`src/rtl/cfgld_pkg.sv`:
```
package cfgld_pkg;

    typedef enum logic [2:0] {
        ST_IDLE,
        ST_CMD,
        ST_TURN,
        ST_DATA,
        ST_GAP,
        ST_CHECK,
        ST_DONE
    } ld_state_t;

    // start bit followed by the two-bit read opcode
    localparam logic [2:0] MW_READ_HDR = 3'b110;

    // byte offsets inside the configuration image
    localparam int OFS_VID_LO  = 0;
    localparam int OFS_VID_HI  = 1;
    localparam int OFS_PID_LO  = 2;
    localparam int OFS_PID_HI  = 3;
    localparam int OFS_CSUM    = 4;
    localparam int OFS_SPARE   = 5;
    localparam int OFS_PORTS   = 6;
    localparam int OFS_NONREM  = 7;
    localparam int OFS_MAXPWR  = 8;
    localparam int LAST_CFG_BYTE = OFS_MAXPWR;

    localparam logic [7:0] MAXPWR_LIMIT = 8'hFA;

endpackage

```
`src/rtl/mw_bit_timer.sv`:
```
module mw_bit_timer #(
    parameter int HALF = 2
) (
    input  logic clk,
    input  logic rst_n,
    input  logic run,
    output logic sk_level,
    output logic sample_pt,
    output logic slot_end
);
    localparam int SLOT = 2 * HALF;
    localparam int PH_W = (SLOT > 1) ? $clog2(SLOT) : 1;
    localparam logic [PH_W-1:0] PH_LAST   = PH_W'(SLOT - 1);
    localparam logic [PH_W-1:0] PH_SAMPLE = PH_W'(HALF - 1);
    localparam logic [PH_W-1:0] PH_HIGH   = PH_W'(HALF);

    logic [PH_W-1:0] phase;

    always_ff @(posedge clk or negedge rst_n) begin
        if (!rst_n) begin
            phase <= '0;
        end else if (!run || phase == PH_LAST) begin
            phase <= '0;
        end else begin
            phase <= phase + 1'b1;
        end
    end

    assign sk_level  = run && (phase >= PH_HIGH);
    assign sample_pt = run && (phase == PH_SAMPLE);
    assign slot_end  = run && (phase == PH_LAST);

endmodule

```
`src/rtl/cfg_image.sv`:
```
module cfg_image #(
    parameter int NUM_WORDS = 5,
    parameter int DATA_W    = 16,
    localparam int IDX_W    = $clog2(NUM_WORDS + 1)
) (
    input  logic                          clk,
    input  logic                          rst_n,
    input  logic                          wr_en,
    input  logic [IDX_W-1:0]              wr_idx,
    input  logic [DATA_W-1:0]             wr_data,
    output logic [NUM_WORDS*DATA_W-1:0]   image
);
    genvar g;
    generate
        for (g = 0; g < NUM_WORDS; g++) begin : g_word
            logic [DATA_W-1:0] word_q;
            always_ff @(posedge clk or negedge rst_n) begin
                if (!rst_n) begin
                    word_q <= '0;
                end else if (wr_en && wr_idx == IDX_W'(g)) begin
                    word_q <= wr_data;
                end
            end
            assign image[g*DATA_W +: DATA_W] = word_q;
        end
    endgenerate

endmodule

```
`src/rtl/cfg_check.sv`:
```
module cfg_check
    import cfgld_pkg::*;
#(
    parameter int          IMG_W      = 80,
    parameter int          MAX_PORTS  = 4,
    parameter logic [15:0] DEF_VID    = 16'h5A17,
    parameter logic [15:0] DEF_PID    = 16'h0310,
    parameter logic [7:0]  DEF_PORTS  = 8'd4,
    parameter logic [7:0]  DEF_NONREM = 8'h00,
    parameter logic [7:0]  DEF_MAXPWR = 8'h32,
    localparam int         PORT_W     = $clog2(MAX_PORTS + 1)
) (
    input  logic [IMG_W-1:0]     image,
    input  logic                 present,
    output logic                 accept,
    output logic [15:0]          sel_vid,
    output logic [15:0]          sel_pid,
    output logic [PORT_W-1:0]    sel_ports,
    output logic [MAX_PORTS-1:0] sel_nonrem,
    output logic [7:0]           sel_maxpwr
);
    logic [7:0] vid_lo, vid_hi, pid_lo, pid_hi, csum, ports_b, nonrem_b, maxpwr_b;
    logic [7:0] sum_calc;
    logic       csum_ok, ports_ok, pwr_ok;
    logic       unused_bits;

    assign vid_lo   = image[OFS_VID_LO*8 +: 8];
    assign vid_hi   = image[OFS_VID_HI*8 +: 8];
    assign pid_lo   = image[OFS_PID_LO*8 +: 8];
    assign pid_hi   = image[OFS_PID_HI*8 +: 8];
    assign csum     = image[OFS_CSUM*8 +: 8];
    assign ports_b  = image[OFS_PORTS*8 +: 8];
    assign nonrem_b = image[OFS_NONREM*8 +: 8];
    assign maxpwr_b = image[OFS_MAXPWR*8 +: 8];
    assign unused_bits = ^{image[OFS_SPARE*8 +: 8], image[IMG_W-1:(LAST_CFG_BYTE+1)*8],
                           ports_b[7:PORT_W], nonrem_b[7:MAX_PORTS]};

    always_comb begin
        sum_calc = vid_lo + vid_hi + pid_lo + pid_hi + 8'd1;
        csum_ok  = (csum == sum_calc);
        ports_ok = (ports_b != 8'd0) && (ports_b <= 8'(MAX_PORTS));
        pwr_ok   = (maxpwr_b <= MAXPWR_LIMIT);
        accept   = present && csum_ok && ports_ok && pwr_ok;
        if (accept) begin
            sel_vid    = {vid_hi, vid_lo};
            sel_pid    = {pid_hi, pid_lo};
            sel_ports  = ports_b[PORT_W-1:0];
            sel_nonrem = nonrem_b[MAX_PORTS-1:0];
            sel_maxpwr = maxpwr_b;
        end else begin
            sel_vid    = DEF_VID;
            sel_pid    = DEF_PID;
            sel_ports  = DEF_PORTS[PORT_W-1:0];
            sel_nonrem = DEF_NONREM[MAX_PORTS-1:0];
            sel_maxpwr = DEF_MAXPWR;
        end
    end

endmodule

```
`src/rtl/mw_cfg_loader.sv`:
```
module mw_cfg_loader
    import cfgld_pkg::*;
#(
    parameter int          CLK_HALF   = 2,
    parameter int          ADDR_W     = 6,
    parameter int          DATA_W     = 16,
    parameter int          MAX_PORTS  = 4,
    parameter logic [15:0] DEF_VID    = 16'h5A17,
    parameter logic [15:0] DEF_PID    = 16'h0310,
    parameter logic [7:0]  DEF_PORTS  = 8'd4,
    parameter logic [7:0]  DEF_NONREM = 8'h00,
    parameter logic [7:0]  DEF_MAXPWR = 8'h32,
    localparam int         PORT_W     = $clog2(MAX_PORTS + 1)
) (
    input  logic                 clk,
    input  logic                 rst_n,
    output logic                 ee_cs,
    output logic                 ee_sk,
    output logic                 ee_mosi,
    input  logic                 ee_miso,
    output logic [15:0]          cfg_vid,
    output logic [15:0]          cfg_pid,
    output logic [PORT_W-1:0]    cfg_ports,
    output logic [MAX_PORTS-1:0] cfg_nonrem,
    output logic [7:0]           cfg_maxpwr,
    output logic                 cfg_done,
    output logic                 cfg_valid,
    output logic                 ee_present,
    output logic                 amber_en
);
    localparam int CMD_BITS   = 3 + ADDR_W;
    localparam int BYTES_WORD = DATA_W / 8;
    localparam int NUM_WORDS  = LAST_CFG_BYTE / BYTES_WORD + 1;
    localparam int IDX_W      = $clog2(NUM_WORDS + 1);
    localparam int CNT_MAX    = (CMD_BITS > DATA_W) ? CMD_BITS : DATA_W;
    localparam int CNT_W      = $clog2(CNT_MAX);
    localparam int IMG_W      = NUM_WORDS * DATA_W;

    ld_state_t            state, state_nx;
    logic [CNT_W-1:0]     bit_cnt;
    logic [IDX_W-1:0]     word_idx;
    logic [CMD_BITS-1:0]  cmd_sh;
    logic [DATA_W-1:0]    rx_sh;
    logic                 turn_high;
    logic                 sk_level, sample_pt, slot_end, timer_run;
    logic                 cmd_last, data_last, img_wr;
    logic [IMG_W-1:0]     image;
    logic                 accept;
    logic [15:0]          sel_vid, sel_pid;
    logic [PORT_W-1:0]    sel_ports;
    logic [MAX_PORTS-1:0] sel_nonrem;
    logic [7:0]           sel_maxpwr;

    assign cmd_last  = (bit_cnt == CNT_W'(CMD_BITS - 1));
    assign data_last = (bit_cnt == CNT_W'(DATA_W - 1));
    assign timer_run = (state == ST_CMD) || (state == ST_TURN) ||
                       (state == ST_DATA) || (state == ST_GAP);
    assign img_wr    = (state == ST_DATA) && slot_end && data_last;

    mw_bit_timer #(.HALF(CLK_HALF)) u_timer (
        .clk       (clk),
        .rst_n     (rst_n),
        .run       (timer_run),
        .sk_level  (sk_level),
        .sample_pt (sample_pt),
        .slot_end  (slot_end)
    );

    cfg_image #(.NUM_WORDS(NUM_WORDS), .DATA_W(DATA_W)) u_image (
        .clk     (clk),
        .rst_n   (rst_n),
        .wr_en   (img_wr),
        .wr_idx  (word_idx),
        .wr_data (rx_sh),
        .image   (image)
    );

    cfg_check #(
        .IMG_W(IMG_W), .MAX_PORTS(MAX_PORTS), .DEF_VID(DEF_VID), .DEF_PID(DEF_PID),
        .DEF_PORTS(DEF_PORTS), .DEF_NONREM(DEF_NONREM), .DEF_MAXPWR(DEF_MAXPWR)
    ) u_check (
        .image      (image),
        .present    (!turn_high),
        .accept     (accept),
        .sel_vid    (sel_vid),
        .sel_pid    (sel_pid),
        .sel_ports  (sel_ports),
        .sel_nonrem (sel_nonrem),
        .sel_maxpwr (sel_maxpwr)
    );

    // state register
    always_ff @(posedge clk or negedge rst_n) begin
        if (!rst_n) state <= ST_IDLE;
        else        state <= state_nx;
    end

    // transitions
    always_comb begin
        state_nx = state;
        unique case (state)
            ST_IDLE:  state_nx = ST_CMD;
            ST_CMD:   if (slot_end && cmd_last)  state_nx = ST_TURN;
            ST_TURN:  if (slot_end)              state_nx = turn_high ? ST_CHECK : ST_DATA;
            ST_DATA:  if (slot_end && data_last) state_nx = ST_GAP;
            ST_GAP:   if (slot_end)              state_nx = (word_idx == IDX_W'(NUM_WORDS)) ? ST_CHECK : ST_CMD;
            ST_CHECK: state_nx = ST_DONE;
            ST_DONE:  state_nx = ST_DONE;
            default:  state_nx = ST_IDLE;
        endcase
    end

    // bit-level datapath
    always_ff @(posedge clk or negedge rst_n) begin
        if (!rst_n) begin
            bit_cnt   <= '0;
            word_idx  <= '0;
            cmd_sh    <= '0;
            rx_sh     <= '0;
            turn_high <= 1'b0;
        end else begin
            if (state_nx != state)  bit_cnt <= '0;
            else if (slot_end)      bit_cnt <= bit_cnt + 1'b1;

            if (state == ST_IDLE)   word_idx <= '0;
            else if (img_wr)        word_idx <= word_idx + 1'b1;

            if (state == ST_IDLE || state == ST_GAP)
                cmd_sh <= {MW_READ_HDR, ADDR_W'(word_idx)};
            else if (state == ST_CMD && slot_end)
                cmd_sh <= cmd_sh << 1;

            if (state == ST_DATA && sample_pt)
                rx_sh <= {rx_sh[DATA_W-2:0], ee_miso};

            if (state == ST_IDLE)                      turn_high <= 1'b0;
            else if (state == ST_TURN && sample_pt)    turn_high <= ee_miso;
        end
    end

    // pin outputs
    always_comb begin
        ee_cs   = (state == ST_CMD) || (state == ST_TURN) || (state == ST_DATA);
        ee_sk   = ee_cs && sk_level;
        ee_mosi = (state == ST_CMD) && cmd_sh[CMD_BITS-1];
    end

    // result outputs
    always_ff @(posedge clk or negedge rst_n) begin
        if (!rst_n) begin
            cfg_vid    <= DEF_VID;
            cfg_pid    <= DEF_PID;
            cfg_ports  <= DEF_PORTS[PORT_W-1:0];
            cfg_nonrem <= DEF_NONREM[MAX_PORTS-1:0];
            cfg_maxpwr <= DEF_MAXPWR;
            cfg_done   <= 1'b0;
            cfg_valid  <= 1'b0;
            ee_present <= 1'b0;
            amber_en   <= 1'b0;
        end else if (state == ST_CHECK) begin
            cfg_vid    <= sel_vid;
            cfg_pid    <= sel_pid;
            cfg_ports  <= sel_ports;
            cfg_nonrem <= sel_nonrem;
            cfg_maxpwr <= sel_maxpwr;
            cfg_done   <= 1'b1;
            cfg_valid  <= accept;
            ee_present <= !turn_high;
            amber_en   <= turn_high;
        end
    end

endmodule

```
`config.mk`:
```
export PLATFORM = sky130hd
export DESIGN_NAME = mw_cfg_loader
export DESIGN_NICKNAME = d
export VERILOG_FILES = /design/src/rtl/cfgld_pkg.sv /design/src/rtl/mw_bit_timer.sv /design/src/rtl/cfg_image.sv /design/src/rtl/cfg_check.sv /design/src/rtl/mw_cfg_loader.sv
export SDC_FILE = /design/constraint.sdc
export NUM_CORES = 1
export LEC_CHECK = 0
export BUFFER_PORTS_ARGS = -buffer_cell sky130_fd_sc_hd__buf_2
export CAP_MARGIN = 20
export CORE_ASPECT_RATIO = 1.25
export CORE_MARGIN = 10
export CORE_UTILIZATION = 60
export CTS_BUF_LIST = sky130_fd_sc_hd__clkbuf_8 sky130_fd_sc_hd__clkbuf_16
export DETAILED_ROUTE_END_ITERATION = 16
export PLACE_DENSITY = 0.85
export SLEW_MARGIN = 0
export SYNTH_ARGS = -nofsm -noshare
export SYNTH_HDL_FRONTEND = slang
export SYNTH_HIERARCHICAL = 1
export SYNTH_SLANG_ARGS = --single-unit
```
`constraint.sdc`:
```
create_clock -name clk -period 4.05 [get_ports clk]
set_input_delay 0.81 -clock clk [delete_from_list [all_inputs] [get_ports clk]]
set_output_delay 0.81 -clock clk [all_outputs]
set_load 0.01 [all_outputs]
```
==> results of run 1 <==
==> repair_timing <==
| action | in CTS | in global routing |
|---|---|---|
| setup endpoints to repair | 15 | 18 |
| pin swaps | 1 | 6 |
| cloned | 0 | 2 |
| resized for setup | 2 | 5 |
| setup buffers | 0 | 4 |
==> state kept, by name, indices dropped and copies added, names as in the netlist, 4 cells and up <==
register,count
cfg_vid,16
cfg_pid,16
u_image/g_word.word_q,60
cmd_sh,9
cfg_maxpwr,8
cfg_nonrem,4
rx_sh,16
bit_cnt,4
==> how the worst min path moves through the flow <==
stage                                  from                      end  slack, ns
finish                 cfg_done$_DFFE_PN0N_     cfg_done$_DFFE_PN0N_       0.47
global placement       cfg_done$_DFFE_PN0N_     cfg_done$_DFFE_PN0N_       0.44
global route        cfg_pid[13]$_DFFE_PN0N_  cfg_pid[13]$_DFFE_PN0N_       0.49
CTS                    cfg_done$_DFFE_PN0N_     cfg_done$_DFFE_PN0N_       0.47
detailed placement     cfg_done$_DFFE_PN0N_     cfg_done$_DFFE_PN0N_       0.46
floorplan             cmd_sh[3]$_DFFE_PN0P_    cmd_sh[4]$_DFFE_PN0P_       0.45
==> per-layer routing <==
layer	vias to the layer above	track usage
met5	-	0
met4	0	0.08842
met3	52	0.04680
met2	181	0.3424
met1	2503	0.2230
li1	2122	-
==> stage by stage <==
stage	setup TNS, ns	utilization	setup slack [ns]
finish	0	0.7046	0.08101
floorplan	0	-	0.4000
global route	-0.07066	0.7046	-0.01343
detailed placement	0	0.6425	0.1513
global placement	0	0.6425	0.3037
CTS	0	0.6943	0.0001670
==> cell type report <==
class                      count  area, sq um  share of cell area
clock buffer                  22        494.2             0.05794
clock inverter                10        127.6             0.01496
inverter                      22        82.58            0.009682
multi-input combinational    348         3371              0.3952
sequential                   149         3747              0.4393
tap                          164        205.2             0.02406
timing repair buffer          73        501.7             0.05882
==> power breakdown <==
group,internal [mW],switching (mW)
clock,1.04,0.588
combinational,0.282,0.374
sequential,1.65,0.118
==> impl_metrics.csv, run 1 <==
group,metric,value,unit
critical_path,r2r_setup_slack,0.08,ns
synth,yosys_warnings,6,
placed_design,gp_congestion,0.8781,
detailed_routing,drt_iter0_markers,413,
floorplanning,pin_count,57,
layout,fill_cells,757,
critical_path,endpoint_kind,"register",
clock_network,clockBufferDepth,2,
floorplanning,core_area,0.01211,sq mm
detailed_routing,met1_length,6205,microns
clock_network,htree_levels,4,
clock_network,cts-root-buf,"clkbuf_16",
critical_path,path_class,"reg -> reg",
global_routing,grt_max_degree,111,
floorplanning,die_h,144.2,microns
floorplanning,dieArea,0.01720,sq mm
placed_design,placed_cells,749,
placed_design,io_buffers,56,
critical_path,critPathSlowestCell,"fa_1",
power_and_ir_drop,ir_drop,0.0003189,V
global_routing,antenna_found_initial,0,
critical_path,arrival,4.30,ns
power_and_ir_drop,powerDensity,475.9,mW/mm^2
detailed_routing,drtPass1Iterations,5,
timing,tightest_slew,0.9658,ns
floorplanning,fp.dieW,119.3,microns
critical_path,path_buf_inv,3,
clock_network,tritoncts,"yes",
critical_path,startpoint,"u_image/g_word[1].word_q[1]$_DFFE_PN0P_",
synth,synthCells,555,
layout,final_layout_size_suffix_gt1_frac,0.3365,
critical_path,crit_family,"adder cells",
detailed_routing,ant_nets,0,
synth,synth_area_per_cell,13.33,sq um
floorplanning,core.rowCount,45,
critical_path,regToRegStartpoint,"u_image/g_word[1].word_q[1]$_DFFE_PN0P_",
clock_network,clock_sinks,149,
layout,fin_area,0.008529,sq mm
clock_network,cts_made_buffers,17,
detailed_routing,vias,4858,
critical_path,cpPeakStageDelay,0.53,ns
timing,period_minus_slack,3.969,ns
power_and_ir_drop,power.total,4.059,mW
synth,netlist_area,0.007400,sq mm
layout,synthToLayoutAreaGrowth,15.27,%
layout,stdcell_count,788,
critical_path,path_cells,"fa_1, fa_1, ha_2, inv_1, fa_1, xnor2_1, nor3_1, nand4_1, a2111oi_4, buf_6, buf_12, nand4b_1, mux2_1",
critical_path,start_kind,"register",
placed_design,place_area,0.007777,sq mm
detailed_routing,route.detailed.drc,0,
critical_path,endpoint,"cfg_vid[12]$_DFFE_PN1N_",
power_and_ir_drop,p_leak,4.258,nW
outcome,status,"finished, final reports clean",
layout,final_common_cell,"dfrtp_1",
detailed_routing,route.met2.wl,9033,microns
detailed_routing,via_per_inst,6.165,
critical_path,r2r_cells,13,
global_routing,grt_first_pass_wirelength,26660,microns
clock_network,clkLatencyLatePin,0.42,ns
global_routing,grtUsageTotal,0.1956,
timing,clock_skew,0.007645,ns
layout,final_cell_mix,"134 x dfrtp_1, 60 x mux2_2, 55 x buf_2",
detailed_routing,wire_per_inst,21.58,microns
placed_design,hpwl,10690,microns
critical_path,cp_num_cells,13,
timing,max_slew_margin,0.3561,
timing,period_share,0.9800,
detailed_routing,met3WireLength,1038,microns
detailed_routing,wl,17000,microns
critical_path,cp.required,4.39,ns
critical_path,cp_common_cell,"fa_1",
run,max-cap-violations,0,
detailed_routing,routed.top_layer,"met4",
global_routing,grt_pass1_vias,4974,
timing,hold_slack,0.4673,ns
timing,finalMaxSlewViolations,0,
timing,fmax,0.2520,GHz
critical_path,rr_endpoint,"cfg_vid[12]$_DFFE_PN1N_",
critical_path,crit_fanout,10,
timing,finalSetupViolations,0,
layout,nets,641,
layout,n_antenna_cell,0,
floorplanning,initial_core_util,0.6113,
timing,final_hold_viol_count,0,
worst_hold_path,min_path_type,"reg -> reg",
worst_hold_path,whs_path_depth,1,
global_routing,grt-ovfl-total,0,
synth,syn_nets,585,
clock_network,ctsHoldBuffers,0,
clock_network,clkTransAtPathRegs,0.06,ns
No activity file was read; power rests on OpenSTA's default activity.
==> inputs of run 2 (changes only) <==
--- a/config.mk
+++ b/config.mk
@@ -9,10 +9,10 @@
 export CAP_MARGIN = 20
 export CORE_ASPECT_RATIO = 1.25
 export CORE_MARGIN = 10
-export CORE_UTILIZATION = 60
+export CORE_UTILIZATION = 40
 export CTS_BUF_LIST = sky130_fd_sc_hd__clkbuf_8 sky130_fd_sc_hd__clkbuf_16
 export DETAILED_ROUTE_END_ITERATION = 16
-export PLACE_DENSITY = 0.85
+export PLACE_DENSITY = 0.63
 export SLEW_MARGIN = 0
 export SYNTH_ARGS = -nofsm -noshare
 export SYNTH_HDL_FRONTEND = slang
==> impl_metrics.csv, run 2 (synthesis results as in run 1) <==
group,metric,value,unit
outcome,status,"finished, final reports clean",
timing,setup_tns,0,ns
worst_hold_path,whs_path_depth,1,
layout,largest_reg_flops,60,
placed_design,io_buffers,56,
global_routing,grtUsageTotal,0.1365,
layout,final_cell_mix,"134 x dfrtp_1, 60 x mux2_2, 56 x buf_2",
clock_network,tritoncts,"yes",
timing,period_share,0.9465,
power_and_ir_drop,share_comb_of_total_power,0.161,
critical_path,cp.required,4.40,ns
power_and_ir_drop,powerDensity,472.4,mW/mm^2
placed_design,place_ws,0.1532,ns
global_routing,grt_pass1_vias,4935,
critical_path,critPathSlowestCell,"fa_1",
critical_path,arrival,4.18,ns
critical_path,rr_endpoint,"cfg_maxpwr[1]$_DFFE_PN1N_",
power_and_ir_drop,swShare,0.2753,
critical_path,crit_family,"adder cells",
critical_path,cp_common_cell,"fa_1",
timing,max_slew_margin,0.3846,
critical_path,r2r_setup_slack,0.22,ns
power_and_ir_drop,p_int,2.907,mW
critical_path,path_buf_inv,3,
clock_network,htree_levels,4,
timing,finalMaxSlewViolations,0,
power_and_ir_drop,p_leak,4.190,nW
clock_network,clkLatencyLatePin,0.43,ns
clock_network,cts-root-buf,"clkbuf_16",
critical_path,startpoint,"u_image/g_word[0].word_q[1]$_DFFE_PN0P_",
layout,final_core_util,0.4674,
power_and_ir_drop,ir_drop,0.0003163,V
global_routing,grt_max_degree,100,
timing,finalSetupViolations,0,
floorplanning,fp.dieW,141.7,microns
layout,top_register,"u_image/g_word.word_q",
detailed_routing,route.detailed.drc,0,
detailed_routing,wire_per_inst,18.88,microns
floorplanning,dieArea,0.02437,sq mm
layout,synthToLayoutAreaGrowth,14.76,%
clock_network,ctsHoldBuffers,0,
critical_path,path_class,"reg -> reg",
detailed_routing,drtPass1Iterations,4,
detailed_routing,via_per_inst,5.389,
timing,hold_slack,0.4642,ns
timing,clock_skew,0.009415,ns
timing,fmax,0.2609,GHz
placed_design,gp_congestion,0.8468,
run,max-cap-violations,0,
detailed_routing,drt_iter0_markers,172,
layout,nets,640,
worst_hold_path,hold_start,"cfg_done$_DFFE_PN0N_",
timing,rsz0062_at_grt,"false",
placed_design,hpwl,11170,microns
critical_path,crit_fanout,14,
critical_path,start_kind,"register",
clock_network,clockBufferDepth,2,
floorplanning,pin_count,57,
floorplanning,die_h,172.1,microns
global_routing,grt_first_pass_wirelength,26340,microns
critical_path,endpoint_kind,"register",
critical_path,r2r_cells,13,
clock_network,clkTransAtPathRegs,0.06,ns
power_and_ir_drop,switchingPower,1.104,mW
timing,setup_ws,0.2165,ns
power_and_ir_drop,pwr-share-clk,0.399,
layout,final_common_cell,"dfrtp_1",
layout,n_antenna_cell,0,
worst_hold_path,holdPathEnd,"cfg_done$_DFFE_PN0N_",
floorplanning,initial_core_util,0.4073,
global_routing,grt-ovfl-total,0,
timing,tightest_slew,0.9231,ns
critical_path,cpPeakStageDelay,0.53,ns
critical_path,path_cells,"fa_1, fa_1, ha_1, inv_1, fa_1, nand2b_1, a211oi_2, o21ai_1, a2111oi_4, buf_4, buf_6, nand4b_1, mux2_1",
detailed_routing,ant_nets,0,
clock_network,clock_sinks,149,
power_and_ir_drop,p_seq_frac,0.441,
worst_hold_path,min_path_type,"reg -> reg",
detailed_routing,vias,4586,
critical_path,regToRegStartpoint,"u_image/g_word[0].word_q[1]$_DFFE_PN0P_",
timing,period_minus_slack,3.834,ns
layout,final_layout_size_suffix_gt1_frac,0.3307,
floorplanning,core_area,0.01817,sq mm
floorplanning,core.rowCount,55,
detailed_routing,wl,16070,microns
global_routing,antenna_found_initial,0,
clock_network,cts_made_buffers,17,
layout,fill_cells,1668,
timing,final_hold_viol_count,0,
-- run 2: through the flow --
stage / power (mW) / cells / area [sq um]
after floorplan: 2.216 / 555 / 7400
after global placement: 2.430 / 817 / 7863
after detailed placement: 2.456 / 817 / 7863
after CTS: 4.064 / 849 / 8463
after global routing: 4.212 / 851 / 8492
final: 4.012 / 851 / 8492
-- run 2: repair_timing --
action / in CTS / in global routing
resized for setup: 0 / 5
setup endpoints to repair: 0 / 11
buffers inserted: 0 / 1
-- run 2: layout make-up --
| cell class | count | area, sq um | share of cell area |
|---|---|---|---|
| Inverter | 22 | 82.58 | 0.009724 |
| Sequential cell | 149 | 3747 | 0.4413 |
| Clock inverter | 14 | 161.4 | 0.01901 |
| Timing Repair Buffer | 72 | 415.4 | 0.04892 |
| Multi-Input combinational cell | 348 | 3361 | 0.3958 |
| Clock buffer | 18 | 439.2 | 0.05172 |
| Tap cell | 228 | 285.3 | 0.03359 |
-- run 2: power by group through the flow --
stage | sequential (mW) | clock [mW] | combinational [mW]
after floorplan | 1.79 | 0 | 0.430
after global placement | 1.79 | 0 | 0.639
after detailed placement | 1.80 | 0 | 0.659
after CTS | 1.77 | 1.63 | 0.662
after global routing | 1.79 | 1.70 | 0.723
final | 1.77 | 1.60 | 0.645
-- run 2: how the worst max path moves through the flow --
stage,endpoint,slack (ns),depth (start not counted)
floorplan,cfg_pid[4]$_DFFE_PN1N_,0.40,13
global placement,cfg_pid[4]$_DFFE_PN1N_,0.30,12
detailed placement,cfg_pid[4]$_DFFE_PN1N_,0.15,12
CTS,cfg_pid[4]$_DFFE_PN1N_,0.14,12
global route,cfg_pid[9]$_DFFE_PN1N_,0.03,13
finish,cfg_maxpwr[1]$_DFFE_PN1N_,0.22,13
-- run 2: routing by layer --
layer	GRT usage	up-vias	routed length, microns
met1	0.1541	2371	6602
met4	0.05919	0	429
met2	0.2396	79	8385
met3	0.03293	21	648
met5	0	-	0
li1	-	2115	-
==> inputs of run 3 (changes only) <==
--- a/config.mk
+++ b/config.mk
@@ -13,6 +13,7 @@
 export CTS_BUF_LIST = sky130_fd_sc_hd__clkbuf_8 sky130_fd_sc_hd__clkbuf_16
 export DETAILED_ROUTE_END_ITERATION = 16
 export PLACE_DENSITY = 0.63
+export RECOVER_POWER = 25
 export SLEW_MARGIN = 0
 export SYNTH_ARGS = -nofsm -noshare
 export SYNTH_HDL_FRONTEND = slang
==> impl_metrics.csv, run 3 (synthesis results as in run 1) <==
group,metric,value,unit
outcome,status,"finished, violations left",
outcome,violations,"max-capacitance violations, max-slew violations",
power_and_ir_drop,swShare,0.2753,
layout,synthToLayoutAreaGrowth,14.68,%
timing,rsz0062_at_grt,"false",
timing,fmax,0.2609,GHz
placed_design,place_ws,0.1532,ns
layout,final_layout_size_suffix_gt1_frac,0.3307,
placed_design,hpwl,11170,microns
critical_path,crit_fanout,14,
run,max-cap-violations,1,
global_routing,antenna_found_initial,0,
power_and_ir_drop,p_int,2.907,mW
critical_path,arrival,4.18,ns
power_and_ir_drop,pwr-share-clk,0.399,
layout,final_common_cell,"dfrtp_1",
global_routing,grt-ovfl-total,0,
clock_network,clock_sinks,149,
layout,final_core_util,0.4671,
floorplanning,die_h,172.1,microns
timing,max_slew_margin,-0.6744,
critical_path,endpoint_kind,"register",
power_and_ir_drop,p_leak,4.188,nW
critical_path,cp.required,4.40,ns
detailed_routing,drt_iter0_markers,172,
layout,final_cell_mix,"134 x dfrtp_1, 60 x mux2_2, 56 x buf_2",
timing,setup_ws,0.2165,ns
clock_network,cts-root-buf,"clkbuf_16",
clock_network,tritoncts,"yes",
timing,finalSetupViolations,0,
detailed_routing,vias,4587,
clock_network,htree_levels,4,
detailed_routing,wl,16070,microns
placed_design,placed_cells,817,
global_routing,grt_pass1_vias,4935,
critical_path,path_class,"reg -> reg",
timing,final_hold_viol_count,0,
placed_design,io_buffers,56,
clock_network,cts_made_buffers,17,
detailed_routing,via_per_inst,5.390,
power_and_ir_drop,p_seq_frac,0.441,
layout,largest_reg_flops,60,
detailed_routing,route.detailed.drc,0,
detailed_routing,wire_per_inst,18.88,microns
layout,stdcell_count,851,
power_and_ir_drop,share_comb_of_total_power,0.161,
detailed_routing,ant_nets,0,
floorplanning,core.rowCount,55,
timing,setup_tns,0,ns
floorplanning,fp.dieW,141.7,microns
floorplanning,initial_core_util,0.4073,
placed_design,gp_congestion,0.8468,
timing,period_minus_slack,3.834,ns
layout,n_antenna_cell,0,
clock_network,clockBufferDepth,2,
floorplanning,dieArea,0.02437,sq mm
timing,clock_skew,0.009415,ns
floorplanning,core_area,0.01817,sq mm
floorplanning,pin_count,57,
power_and_ir_drop,ir_drop,0.0003163,V
power_and_ir_drop,powerDensity,472.7,mW/mm^2
layout,top_register,"u_image/g_word.word_q",
layout,nets,640,
worst_hold_path,min_path_type,"reg -> reg",
global_routing,grtUsageTotal,0.1365,
global_routing,grt_max_degree,100,
clock_network,clkTransAtPathRegs,0.06,ns
global_routing,grt_first_pass_wirelength,26340,microns
timing,finalMaxSlewViolations,100,
timing,tightest_slew,2.512,ns
timing,period_share,0.9465,
detailed_routing,drtPass1Iterations,4,
power_and_ir_drop,switchingPower,1.104,mW
critical_path,start_kind,"register",
clock_network,clkLatencyLatePin,0.43,ns
run 3: per-layer routing:
layer	vias up	GRT usage	wire, microns
met5	-	0	0
met1	2372	0.1541	6600
met3	21	0.03293	648
li1	2115	-	-
met4	0	0.05919	429
met2	79	0.2396	8386
run 3: critical path: stages (launching register included):
cell       delay (ns)
dfrtp_1          0.40
fa_1             0.50
fa_1             0.53
ha_1             0.17
inv_1            0.06
fa_1             0.39
nand2b_1         0.20
a211oi_2         0.23
o21ai_1          0.14
a2111oi_4        0.35
buf_4            0.20
buf_6            0.16
nand4b_1         0.12
mux2_1           0.29
run 3: final cells by class:
| class | instances | area, sq um |
|---|---|---|
| clock buffers | 18 | 439.2 |
| clock inverters | 14 | 161.4 |
| fillers | 1670 | 9682 |
| inverters | 22 | 82.58 |
| multi-input cells | 348 | 3361 |
| flip-flops and latches | 149 | 3747 |
| well taps | 228 | 285.3 |
| repair buffers | 72 | 409.1 |
run 3: timing repair:
item                                    in CTS  in global routing
hold buffers                                 0                  0
endpoints found under the setup margin       0                 11
gates resized for setup                      0                  5
setup buffers                                0                  1
run 3: metrics by stage:
| stage | power [mW] | instance area (sq um) | hold WS (ns) |
|---|---|---|---|
| after floorplan | 2.216 | 7400 | 0.4497 |
| after global placement | 2.430 | 7863 | 0.4460 |
| after detailed placement | 2.456 | 7863 | 0.4469 |
| after CTS | 4.064 | 8463 | 0.4657 |
| after global routing | 4.212 | 8486 | 0.4920 |
| final | 4.011 | 8486 | 0.4642 |
run 3: worst paths after layout:
kind,startpoint,end,cells after the start,slack (ns)
max,u_image/g_word[0].word_q[1]$_DFFE_PN0P_,cfg_maxpwr[1]$_DFFE_PN1N_,13,0.22
max reg2reg,u_image/g_word[0].word_q[1]$_DFFE_PN0P_,cfg_maxpwr[1]$_DFFE_PN1N_,13,0.22
max in group asynchronous,rst_n,u_image/g_word[3].word_q[4]$_DFFE_PN0P_,1,1.42
min reg2reg,cfg_done$_DFFE_PN0N_,cfg_done$_DFFE_PN0N_,1,0.46
min,cfg_done$_DFFE_PN0N_,cfg_done$_DFFE_PN0N_,1,0.46
min in group asynchronous,rst_n,cfg_vid[13]$_DFFE_PN0N_,1,1.14
run 3: power by group through the flow:
| stage | logic [mW] | clock network (mW) | registers [mW] |
|---|---|---|---|
| after floorplan | 0.430 | 0 | 1.79 |
| after CTS | 0.662 | 1.63 | 1.77 |
| after global routing | 0.723 | 1.70 | 1.79 |
| final | 0.644 | 1.60 | 1.77 |
| after global placement | 0.639 | 0 | 1.79 |
| after detailed placement | 0.659 | 0 | 1.80 |
